## src/rtl/dacb_pkg.sv

```systemverilog
package dacb_pkg;
  localparam int NCH   = 8;
  localparam int CW    = 12;
  localparam int CHW   = $clog2(NCH);

  typedef enum logic [1:0] {
    LM_TRANSP  = 2'b00,
    LM_LATCH   = 2'b01,
    LM_ONESHOT = 2'b10,
    LM_RSVD    = 2'b11
  } load_mode_e;
endpackage

```

## src/rtl/dacb_sync.sv

```systemverilog
module dacb_sync #(
  parameter int   STAGES = 2,
  parameter logic RST_VAL = 1'b1
) (
  input  logic clk,
  input  logic rst_n,
  input  logic d_async,
  output logic q_sync
);
  logic [STAGES-1:0] chain_q;

  always_ff @(posedge clk or negedge rst_n) begin
    if (!rst_n) chain_q <= {STAGES{RST_VAL}};
    else        chain_q <= {chain_q[STAGES-2:0], d_async};
  end

  assign q_sync = chain_q[STAGES-1];
endmodule

```

## src/rtl/dacb_load_ctrl.sv

```systemverilog
module dacb_load_ctrl
  import dacb_pkg::*;
(
  input  logic       clk,
  input  logic       rst_n,
  input  logic [1:0] mode,
  input  logic       single_req,
  input  logic       pin_n_sync,
  output logic       load
);
  logic req_q;
  logic shot;
  logic internal_load;

  always_ff @(posedge clk or negedge rst_n) begin
    if (!rst_n) req_q <= 1'b0;
    else        req_q <= single_req;
  end

  // one-shot: only on the rising edge of the request
  assign shot = (mode == LM_ONESHOT) && single_req && !req_q;

  always_comb begin
    unique case (load_mode_e'(mode))
      LM_TRANSP:  internal_load = 1'b1;
      LM_ONESHOT: internal_load = shot;
      default:    internal_load = 1'b0;
    endcase
  end

  assign load = internal_load || !pin_n_sync;

  assert_one_shot_R5: assert property (@(posedge clk) disable iff (!rst_n)
    shot |=> !shot);
  assert_rsvd_quiet_R6: assert property (@(posedge clk) disable iff (!rst_n)
    (mode == 2'b11 && pin_n_sync) |-> !load);
endmodule

```

## src/rtl/dacb_channel.sv

```systemverilog
module dacb_channel #(
  parameter int CW = 12
) (
  input  logic          clk,
  input  logic          rst_n,
  input  logic          clr,
  input  logic          wr_hit,
  input  logic [CW-1:0] wr_code,
  input  logic          load,
  output logic [CW-1:0] out_code
);
  logic [CW-1:0] in_q, in_nx, out_q;
  logic          pend_q, pend_nx;

  assign in_nx   = wr_hit ? wr_code : in_q;
  assign pend_nx = wr_hit || pend_q;

  always_ff @(posedge clk or negedge rst_n) begin
    if (!rst_n) begin
      in_q   <= '0;
      out_q  <= '0;
      pend_q <= 1'b0;
    end else if (clr) begin
      in_q   <= '0;
      out_q  <= '0;
      pend_q <= 1'b0;
    end else begin
      in_q <= in_nx;
      if (load && pend_nx) begin
        out_q  <= in_nx;
        pend_q <= 1'b0;
      end else begin
        pend_q <= pend_nx;
      end
    end
  end

  assign out_code = out_q;

  assert_hold_idle_R3: assert property (@(posedge clk) disable iff (!rst_n)
    (!load && !clr) |=> $stable(out_code));
  assert_same_edge_R8: assert property (@(posedge clk) disable iff (!rst_n)
    (load && wr_hit && !clr) |=> (out_code == $past(wr_code)));
  assert_clean_keep_R7: assert property (@(posedge clk) disable iff (!rst_n)
    (load && !pend_q && !wr_hit && !clr) |=> $stable(out_code));
  assert_pend_drop_R7: assert property (@(posedge clk) disable iff (!rst_n)
    (load && !clr) |=> !pend_q);
  assert_clear_R9: assert property (@(posedge clk) disable iff (!rst_n)
    clr |=> (out_code == '0 && in_q == '0 && !pend_q));
endmodule

```

## src/rtl/dac_bank_dbuf.sv

```systemverilog
module dac_bank_dbuf
  import dacb_pkg::*;
#(
  parameter int N_CH   = NCH,
  parameter int CODE_W = CW,
  localparam int ADDR_W = $clog2(N_CH)
) (
  input  logic                     clk,
  input  logic                     rst_n,
  input  logic                     wr_valid,
  output logic                     wr_ready,
  input  logic [ADDR_W-1:0]        wr_chan,
  input  logic [CODE_W-1:0]        wr_code,
  input  logic                     load_n_pin,
  input  logic [1:0]               load_mode,
  input  logic                     single_update,
  input  logic                     data_clr,
  output logic [N_CH*CODE_W-1:0]   dac_codes
);
  logic pin_n_sync;
  logic load;

  assign wr_ready = rst_n;

  dacb_sync #(.STAGES(2), .RST_VAL(1'b1)) u_pin_sync (
    .clk     (clk),
    .rst_n   (rst_n),
    .d_async (load_n_pin),
    .q_sync  (pin_n_sync)
  );

  dacb_load_ctrl u_ctrl (
    .clk        (clk),
    .rst_n      (rst_n),
    .mode       (load_mode),
    .single_req (single_update),
    .pin_n_sync (pin_n_sync),
    .load       (load)
  );

  for (genvar i = 0; i < N_CH; i++) begin : g_ch
    logic hit;
    assign hit = wr_valid && (wr_chan == ADDR_W'(i));

    dacb_channel #(.CW(CODE_W)) u_ch (
      .clk      (clk),
      .rst_n    (rst_n),
      .clr      (data_clr),
      .wr_hit   (hit),
      .wr_code  (wr_code),
      .load     (load),
      .out_code (dac_codes[i*CODE_W +: CODE_W])
    );

    assert_transparent_R2: assert property (@(posedge clk) disable iff (!rst_n)
      (load_mode == 2'b00 && hit && !data_clr) |=>
        (dac_codes[i*CODE_W +: CODE_W] == $past(wr_code)));
  end
endmodule

```

## config.mk

```make
export PLATFORM = sky130hd
export DESIGN_NAME = dac_bank_dbuf
export DESIGN_NICKNAME = d
export VERILOG_FILES = /design/src/rtl/dacb_pkg.sv /design/src/rtl/dacb_sync.sv /design/src/rtl/dacb_load_ctrl.sv /design/src/rtl/dacb_channel.sv /design/src/rtl/dac_bank_dbuf.sv
export SDC_FILE = /design/constraint.sdc
export NUM_CORES = 1
export LEC_CHECK = 0
export BUFFER_PORTS_ARGS = -buffer_cell sky130_fd_sc_hd__buf_4
export CAP_MARGIN = 30
export CORE_UTILIZATION = 54
export CTS_BUF_LIST = sky130_fd_sc_hd__clkbuf_8
export CTS_CLUSTER_SIZE = 10
export DETAILED_ROUTE_END_ITERATION = 12
export PLACE_DENSITY = 0.79
export SETUP_SLACK_MARGIN = 0.15
export SLEW_MARGIN = 20
export SYNTH_ARGS = -nofsm -noshare
export SYNTH_HDL_FRONTEND = slang
export SYNTH_SLANG_ARGS = --single-unit
export TNS_END_PERCENT = 10
```

## constraint.sdc

```tcl
create_clock -name clk -period 1.6 [get_ports clk]
set_input_delay 0.16 -clock clk [delete_from_list [all_inputs] [get_ports clk]]
set_output_delay 0.16 -clock clk [all_outputs]
set_load 0.005 [all_outputs]
```

* Word-level counts from Yosys, hierarchy flattened
Cells that the tools add are included.
** Storage, ports and cells
- Bits in registers :: 203
- Bits of input ports :: 23
- Output and inout port bits :: 97
- Word-level logic and storage cells :: 122
** Operators by class
- Eq/ne operators :: 8
- Mux-type cells :: 49
- Reductions and logical operators :: 39
** Operators by type and width (number)
- $mux W12 :: 32
- $logic_and A1 B1 Y1 :: 18
- $mux W1 :: 16
- $reduce_bool A2 Y1 :: 8
- $eq A3 B3 Y1 const B :: 4
- $logic_or A1 B1 Y1 :: 9
- $eq A3 B2 Y1 const B :: 2
- $eq A3 B1 Y1 const B :: 1
- $logic_not A3 Y1 :: 1
- $eq A2 B2 Y1 const B :: 1
- $logic_not A1 Y1 :: 2
- $logic_not A2 Y1 :: 1
- $pmux W1 S2 :: 1

* Longest topological paths before layout
Gate-level depths: netlist (run 1).
- Depth after elaboration :: 8
- Depth in mapped cells :: 7
- Depth with buffers taken out :: 4

* Cells and area by module
From an unflattened synthesis (run 1), not the netlist that was laid out.
** Unflattened totals
- Cells, all modules :: 687
- Area, all modules :: 8595.7 µm²
** Modules (own cells, without submodules)
- dacb_channel :: times used 8, cells each 84, area an instance 1049.8 µm², seq. area each 625.6 µm²
- dac_bank_dbuf :: times used 1, cells each 9, area an instance 103.8 µm², seq. area each 0.0 µm²
- dacb_sync :: times used 1, cells each 2, area an instance 52.6 µm², seq. area each 52.6 µm²
- dacb_load_ctrl :: times used 1, cells each 4, area an instance 41.3 µm², seq. area each 25.0 µm²

* Worst setup path after synthesis (run 1)
OpenSTA, ideal clock, no wires.
- Path kind :: reg2reg
- Start point :: register u_ctrl.req_q
- End point :: register g_ch[0].u_ch.out_q[1]
- Setup time :: 0.128 ns
- Data arrival time :: 1.486 ns
- Required time :: 1.472 ns
- Slack :: -0.014 ns
- Stages on the path, launching flop included :: 6
- Buffers on the path :: 1
- Period minus slack after synthesis :: 1.614 ns
- Path through :: dfrtp_1 > nand2b_1 > a21oi_2 > o22ai_1 > buf_2 > mux2_1
** Between the ends
- Word-level cells in the longest chain between the ends :: 6
** RTL lines
- from (decl) :: RTL line dacb_load_ctrl.sv:11 : logic req_q;
- from (signal assigned) :: RTL line dacb_load_ctrl.sv:17 : else req_q <= single_req;
- $logic_not A1 Y1 :: RTL line dacb_load_ctrl.sv:21 : assign shot = (mode == LM_ONESHOT) && single_req && !req_q;
- $logic_and A1 B1 Y1 :: RTL line dacb_load_ctrl.sv:21
- $pmux W1 S2 :: RTL line dacb_load_ctrl.sv:24 : unique case (load_mode_e'(mode))
- $logic_or A1 B1 Y1 :: RTL line dacb_load_ctrl.sv:31 : assign load = internal_load || !pin_n_sync;
- $logic_and A1 B1 Y1 :: RTL line dacb_channel.sv:29 : if (load && pend_nx) begin
- $reduce_bool A2 Y1 (no source line)
- to (signal assigned) :: RTL line dacb_channel.sv:30 : out_q <= in_nx;
- to (decl) :: RTL line dacb_channel.sv:12 : logic [CW-1:0] in_q, in_nx, out_q;
No other way between the ends.
A chain may end at the register's enable or synchronous reset.

* Final worst setup path (run 1)
- Start point :: register u_pin_sync.chain_q[1]
- End point :: register g_ch[2].u_ch.out_q[5]
** Between the ends
- Word-level cells in the longest chain between the ends :: 4
** RTL lines
- from (decl) :: RTL line dacb_sync.sv:10 : logic [STAGES-1:0] chain_q;
- from (signal assigned) :: RTL line dacb_sync.sv:13 : if (!rst_n) chain_q <= {STAGES{RST_VAL}};
- from (signal assigned) :: RTL line dacb_sync.sv:14 : else chain_q <= {chain_q[STAGES-2:0], d_async};
- $logic_not A1 Y1 :: RTL line dacb_load_ctrl.sv:31
- $logic_or A1 B1 Y1 :: RTL line dacb_load_ctrl.sv:31
- $logic_and A1 B1 Y1 :: RTL line dacb_channel.sv:29
- $reduce_bool A2 Y1 (no source line)
- to (signal assigned) :: RTL line dacb_channel.sv:30
- to (decl) :: RTL line dacb_channel.sv:12
No other way between the ends.

==> reports/results.tsv, run 1 <==
stage	metric	value	unit
synthesis	Yosys Warn Count	0	
synthesis	largest area contributor in the netlist	dfrtp_1	
placed_design	setup slack at placement	-0.0862	ns
clock_tree	total CTS buffers	31	
clock_tree	CTS Sinks	203	
die	Die Y	129	µm
min_path	HP Start	wr_code[6]	
timing	Slew @ Worst Pin	0.474	ns
global_route	initial antenna violation count	0	
timing	endpoints failing setup	37	
drt	final wirelength	22.9	mm
timing	Final Slew Violations	0	
synthesis	post-synth top area share	58.0	%
global_route	grt ovf	0	
job	max-cap violation count	0	
timing	final period utilization	103	%
synthesis	post-synthesis mux area share	11.6	%
critical_path	WP data required	2.03	ns
timing	skew final	0.0159	ns
finish	layout cells sized above 1	35.9	%
synthesis	synth cell count leaders	dfrtp_1, nor2_1, nor2b_1	
synthesis	most common cell in the netlist	dfrtp_1	
synthesis	Synth Area in Compound Gates	9.89	%
drt	Iteration-0 DRC Markers	576	
min_path	Hold Path Class	primary input to flop	
critical_path	crit end category	flop	
power_and_ir_drop	VDD IR max	588	µV
drt	Remaining DRCs	0	
min_path	Hold EP	g_ch[0].u_ch.in_q[6]	
synthesis	top post-synthesis cells by area	dfrtp_1, mux2_2, nor2b_1, o22ai_1, nor2_1	
synthesis	xor/xnor share of the synthesized area	0	%
placed_design	placed insts	1043	
critical_path	FF-to-FF setup slack	-0.04	ns
critical_path	Worst path top cell family by delay	flip-flops	
critical_path	r2r startpoint	u_pin_sync.chain_q[1]	
timing	post-layout worst setup margin	-0.0427	ns
global_route	largest net degree at the start of global routing	85	
outcome	failing checks	negative setup slack	
synthesis	largest family of logic cells by synthesized area	simple AND/OR/NAND/NOR gates	
timing	max frequency	609	MHz
synthesis	distinct cell type count after synthesis	37	
finish	fin nets	904	
placed_design	Final GP Congestion	0.852	
die	row count	45	
clock_tree	clk_lat worst skew	0.56	ns
timing	unrepaired setup endpoints after global routing	true	
critical_path	crit start category	flop	
critical_path	critical-path maximum fanout	6	
drt	Vias	6525	
min_path	Worst Hold Depth	3	
synthesis	Top FF cell, synth	dfrtp_1	
critical_path	Crit path largest cell delay	0.56	ns
die	CORE AREA	15400	µm²
die	full die area	16600	µm²
clock_tree	root buf cell	clkbuf_8	
die	starting density of the core	56.2	%
synthesis	Post-Synth Adder-Cell Area	0	%
timing	Worst slew margin	68.4	%
synthesis	Post-synth EDFFs	0	
timing	Period minus WS final	1.64	ns
global_route	aggregate global-route resource usage	28.2	%
clock_tree	H-tree depth	1	
critical_path	cell breakdown of the critical path	clkinvlp_4, buf_12, o22ai_4, buf_6, buf_16, mux2_4	
finish	diodes inserted	0	
die	Chip Width	129	µm
finish	post-route non-filler standard cell count	1117	
outcome	outcome	finished with violations	
synthesis	Syn Inst Count	733	
drt	post-DR wirelength/cell	20.5	µm
clock_tree	CTS tree	done	
critical_path	Crit Path Class	flop to flop	
clock_tree	clk slew on worst S/H paths	0.06	ns
critical_path	CP max-delay cell	dfstp_2	
placed_design	Port Buffer Count	119	
synthesis	Post-Synthesis Cell Area	8670	µm²
synthesis	syn_nets	756	
clock_tree	clock buffer depth	3	
placed_design	Detailed Place HPWL	14.7	mm
critical_path	number of buffers and inverters on the critical path	4	
synthesis	sequential cell area fraction in the yosys report	58.6	%
synthesis	Seq cells post-synth	203	
die	IO Count	120	
synthesis	syn avg cell area	11.8	µm²
timing	final hold vios	0	
critical_path	reg2reg end	g_ch[2].u_ch.out_code[5]	
finish	synth-to-layout area growth	28.8	%
drt	via density per instance	5.84	
power_and_ir_drop	leakage	5.56	nW
power_and_ir_drop	pwr/cell area	958	nW/µm²
global_route	first-pass GRT wire length	35.7	mm
synthesis	Simple-Gate Fraction of Synth Area	16.0	%
synthesis	async set or reset register ratio after synthesis	100	%
critical_path	r2r worst-path depth	6	
critical_path	Worst Path Arrival	2.07	ns
global_route	vias in the first global route	6622	
drt	Routed Antenna Nets	0	
drt	1st-pass router iterations	4	
[power by group]
group | switching [W] | internal, W
Combinational | 0.000572 | 0.000364
Sequential | 0.0000435 | 0.00524
Clock | 0.00201 | 0.00247
[worst max path at each step]
stage | from | endpoint | slack, ns | cells after the start
6_report | u_pin_sync.chain_q[1] | g_ch[2].u_ch.out_code[5] | -0.04 | 6
5_1_grt | u_pin_sync.chain_q[1] | g_ch[2].u_ch.out_code[9] | -0.12 | 6
4_1_cts | u_pin_sync.chain_q[1] | g_ch[2].u_ch.out_code[5] | -0.03 | 6
3_5_place_dp | wr_chan[1] | g_ch[5].u_ch.out_code[3] | -0.09 | 7
3_3_place_gp | wr_chan[0] | g_ch[4].u_ch.out_code[0] | -0.009 | 6
2_1_floorplan | u_ctrl.req_q | g_ch[5].u_ch.out_code[10] | 0.14 | 5
[metrics by stage]
step	hold slack, ns	power, W	setup TNS, ns	util [%]	cell area [µm²]
6_report	0.0286	0.0107	-0.817	72.4	11200
4_1_cts	0.00359	0.0107	-0.345	71.9	11100
3_3_place_gp	0.0199	0.00619	-0.0256	65.6	10100
2_1_floorplan	-0.136	0.00580	0	-	8760
3_5_place_dp	0.0200	0.00623	-0.877	65.6	10100
5_1_grt	0.0349	0.0111	-3.98	72.4	11200
[cells in the final DEF, fill, tap and decap left out, types with 3 or more instances in the layout]
master,count
nor2_1,99
nor3_1,8
nand2b_1,10
dfrtp_1,201
nand3b_1,12
o22ai_1,61
o22ai_4,5
a221oi_2,3
mux2_2,48
buf_12,19
o22ai_2,3
buf_4,143
buf_6,3
dlygate4sd3_1,11
o21ai_0,6
clkinv_2,5
inv_1,18
mux2_1,5
nand2_1,15
nor2b_1,90
mux2_4,36
or3b_1,3
and4b_1,3
clkbuf_8,39
o32ai_2,3
o32ai_1,25
a21oi_1,6
a221oi_1,3
[final cells by class]
class                   instances  area (µm²)
flip-flops and latches        203        5080
fillers                      1025        4270
multi-input cells             460        3490
repair buffers                178        1640
clock buffers                  38         523
well taps                     211         264
clock inverters                20         138
inverters                       7        30.0
[routing by layer]
metal | track usage (%) | vias to the layer above | wire, µm
met5 | 0 | - | 0
met1 | 37.7 | 3301 | 9380
li1 | - | 2886 | -
met2 | 45.8 | 285 | 11200
met3 | 5.11 | 53 | 1590
met4 | 11.4 | 0 | 721
[logic make-up (layout without fill, tap and decap cells)]
logic type	Yosys count	count (layout)
AND/OR/NAND/NOR	253	253
AO/OA/AOI/OAI	118	118
multiplexers	89	89
flip-flops	203	203
buffers and inverters	70	243
[worst reg2reg max path, stage by stage (launching register included)]
cell and delay, ns:
dfstp_2 0.56, clkinvlp_4 0.11, buf_12 0.16, o22ai_4 0.12, buf_6 0.14, buf_16 0.12
mux2_4 0.30
[flip-flops by register name, indices dropped and copies added, names as in the netlist]
register	count
u_ctrl.req_q	1
g_ch.u_ch.out_code	96
g_ch.u_ch.pend_q	8
g_ch.u_ch.in_q	96
u_pin_sync.chain_q	2
[repair_timing]
action                                  in CTS  in global routing
hold buffers                                11                  0
cloned                                       1                  0
setup buffers                                4                  0
endpoints found under the setup margin      95                 96
gates resized for setup                     29                 19
endpoints found under the hold margin      213                  0
pin swaps                                    4                  4
(Power assumes the default switching activity.)
==> run 2: changes to the inputs <==
SYNTH_HIERARCHICAL = 1   (was default)
==> reports/results.tsv, run 2 <==
stage	metric	value	unit	change
timing	Fin Setup TNS	0	ns	was -0.817 ns
synthesis	largest area contributor in the netlist	dfrtp_1		unchanged
clock_tree	CTS tree	done		unchanged
synthesis	post-synth top area share	58.5	%	was 58.0%
timing	Period minus WS final	1.52	ns	was 1.64 ns
global_route	grt ovf	0		unchanged
drt	Iteration-0 DRC Markers	583		was 576
timing	post-layout worst setup margin	0.0760	ns	was -0.0427 ns
global_route	initial antenna violation count	0		unchanged
drt	Remaining DRCs	0		unchanged
finish	commonest non-fill, non-tap cells in the layout	dfrtp_1, buf_4, nor2_1, mux2i_1, nand2b_1		was dfrtp_1, buf_4, nor2_1, nor2b_1, o22ai_1
timing	Hold WS	0.0498	ns	was 0.0286 ns
clock_tree	root buf cell	clkbuf_8		unchanged
timing	unrepaired setup endpoints after global routing	true		unchanged
die	full die area	16400	µm²	was 16600 µm²
finish	layout cells sized above 1	31.3	%	was 35.9%
die	starting density of the core	55.9	%	was 56.2%
synthesis	syn avg cell area	12.5	µm²	was 11.8 µm²
timing	endpoints failing setup	0		was 37
synthesis	Synth Area in Compound Gates	11.3	%	was 9.89%
global_route	first-pass GRT wire length	33.9	mm	was 35.7 mm
drt	final wirelength	22.0	mm	was 22.9 mm
drt	post-DR wirelength/cell	20.7	µm	was 20.5 µm
placed_design	Detailed Place HPWL	13.4	mm	was 14.7 mm
placed_design	setup slack at placement	-0.162	ns	was -0.0862 ns
drt	via density per instance	5.86		was 5.84
critical_path	crit end category	flop		unchanged
die	row count	45		unchanged
placed_design	Port Buffer Count	119		unchanged
synthesis	Yosys Warn Count	6		was 0
synthesis	sequential cell area fraction in the yosys report	59.1	%	was 58.6%
synthesis	top post-synthesis cells by area	dfrtp_1, mux2i_1, o32ai_1, nand2b_1, nor2_1		was dfrtp_1, mux2_2, nor2b_1, o22ai_1, nor2_1
synthesis	Simple-Gate Fraction of Synth Area	12.7	%	was 16.0%
clock_tree	H-tree depth	1		unchanged
power_and_ir_drop	leakage	4.88	nW	was 5.56 nW
synthesis	Syn Inst Count	687		was 733
synthesis	Post-synth EDFFs	0		unchanged
critical_path	Worst Path Arrival	1.95	ns	was 2.07 ns
synthesis	Top FF cell, synth	dfrtp_1		unchanged
critical_path	crit start category	flop		unchanged
finish	fillcell total	1035		was 1025
timing	Final Slew Violations	0		unchanged
job	max-cap violation count	0		unchanged
synthesis	xor/xnor share of the synthesized area	0	%	unchanged
die	CORE AREA	15400	µm²	about the same
clock_tree	clock buffer depth	3		unchanged
min_path	Hold Path Class	primary input to asynchronous set/reset pin		was primary input to flop
finish	synth-to-layout area growth	25.1	%	was 28.8%
drt	Vias	6234		was 6525
synthesis	Post-Synthesis Cell Area	8600	µm²	was 8670 µm²
placed_design	placed insts	1002		was 1043
finish	commonest non-fill, non-tap cell in the layout	dfrtp_1		unchanged
clock_tree	clk_lat worst skew	0.54	ns	was 0.56 ns
synthesis	Post-Synth Adder-Cell Area	0	%	unchanged
synthesis	syn_nets	710		was 756
critical_path	WP data required	2.02	ns	was 2.03 ns
finish	diodes inserted	0		unchanged
finish	post-route non-filler standard cell count	1063		was 1117
synthesis	distinct cell type count after synthesis	20		was 37
timing	Worst slew margin	58.4	%	was 68.4%
critical_path	critical-path maximum fanout	12		was 6
power_and_ir_drop	VDD IR max	553	µV	was 588 µV
die	Chip Width	128	µm	was 129 µm
timing	skew final	0.00657	ns	was 0.0159 ns
global_route	largest net degree at the start of global routing	84		was 85
clock_tree	total CTS buffers	30		was 31
synthesis	post-synthesis mux area share	11.2	%	was 11.6%
synthesis	most common cell in the netlist	dfrtp_1		unchanged
die	Die Y	128	µm	was 129 µm
timing	max frequency	656	MHz	was 609 MHz
drt	Routed Antenna Nets	0		unchanged
synthesis	largest family of logic cells by synthesized area	simple AND/OR/NAND/NOR gates		unchanged
global_route	aggregate global-route resource usage	26.9	%	was 28.2%
timing	final period utilization	95.3	%	was 103%
clock_tree	clk slew on worst S/H paths	0.07	ns	was 0.06 ns
power_and_ir_drop	pwr/cell area	959	nW/µm²	was 958 nW/µm²
timing	Slew @ Worst Pin	0.624	ns	was 0.474 ns
outcome	outcome	completed		was finished with violations
timing	final hold vios	0		unchanged
global_route	vias in the first global route	6303		was 6622
clock_tree	CTS Sinks	203		unchanged
synthesis	Seq cells post-synth	203		unchanged
critical_path	Crit Path Class	flop to flop		unchanged
synthesis	async set or reset register ratio after synthesis	100	%	unchanged
finish	fin nets	854		was 904
placed_design	Final GP Congestion	0.800		was 0.852
synthesis	synth cell count leaders	dfrtp_1, nor2_1, mux2i_1, nand2b_1, o32ai_1		was dfrtp_1, nor2_1, nor2b_1
die	IO Count	120		unchanged
drt	1st-pass router iterations	5		was 4
[run 2: cell types whose count changed in the layout (fill, tap and decap cells not counted), moves of 15 or more]
cell	change
nand2b_1	+86
nor2b_1	-90
o32ai_1	+35
mux2_2	-48
mux2_4	-36
nand2_1	-15
o22ai_1	-61
o32ai_2	+31
mux2i_1	+96
[run 2: report_power, final]
part | total, W | leakage (nW) | switching (W) | internal, W
logic | 0.000820 | 1.71 | 0.000541 | 0.000278
clock network | 0.00428 | 0.361 | 0.00190 | 0.00238
registers | 0.00522 | 2.82 | 0.0000221 | 0.00520
total | 0.0103 | 4.88 | 0.00246 | 0.00785
[run 2: what timing repair did]
action	CTS	global route
hold endpoints to repair	205	0
resized for setup	14	42
hold buffers	3	0
setup endpoints to repair	96	96
gates cloned	2	0
setup buffers	3	0
pin swaps	1	2
[run 2: cells by family after synthesis]
group           Yosys count
mux                      96
compound gates          114
simple gates            209
flops                   203
buf+inv                  65
[run 2: path summary, 6_finish.rpt]
check,slack (ns),to,depth (start not counted),startpoint
worst max-delay path,0.08,g_ch[3].u_ch/out_code[10],5,u_ctrl/req_q
worst min-delay path,0.05,g_ch[2].u_ch/out_code[0],2,rst_n
worst max register to register,0.08,g_ch[3].u_ch/out_code[10],5,u_ctrl/req_q
worst min register to register,0.36,u_pin_sync/chain_q[1],0,u_pin_sync/chain_q[0]
max in group asynchronous,0.77,g_ch[4].u_ch/in_q[2],3,rst_n
min in group clk,0.05,g_ch[5].u_ch/in_q[0],3,wr_code[0]
[run 2: per-stage QoR]
| step | utilization (%) | total power, W | instance area [µm²] |
|---|---|---|---|
| floorplan | - | 0.00568 | 8600 |
| global placement | 63.1 | 0.00602 | 9700 |
| detailed placement | 63.1 | 0.00605 | 9700 |
| CTS | 68.0 | 0.0103 | 10400 |
| global route | 70.0 | 0.0107 | 10800 |
| finish | 70.0 | 0.0103 | 10800 |
[run 2: critical path: stages (launching register included)]
cell     delay (ns)
dfrtp_1        0.39
nor2_4         0.17
a21o_4         0.23
inv_1          0.07
buf_4          0.19
o32ai_1        0.34
[run 2: layout make-up]
| type | count | area, µm² | area share [%] |
|---|---|---|---|
| Multi-Input combinational cell | 421 | 3400 | 31.6 |
| Clock buffer | 40 | 551 | 5.12 |
| Timing Repair Buffer | 167 | 1350 | 12.6 |
| Tap cell | 211 | 264 | 2.45 |
| Sequential cell | 203 | 5080 | 47.2 |
| Inverter | 8 | 30.0 | 0.279 |
| Clock inverter | 13 | 78.8 | 0.733 |
[run 2: per-layer routing]
metal	share of wire (%)	wire, µm	GRT usage [%]
met5	0	0	0
met3	4.9	1070	3.80
met4	2.3	508	9.34
met2	50	10900	44.2
met1	43	9500	37.1
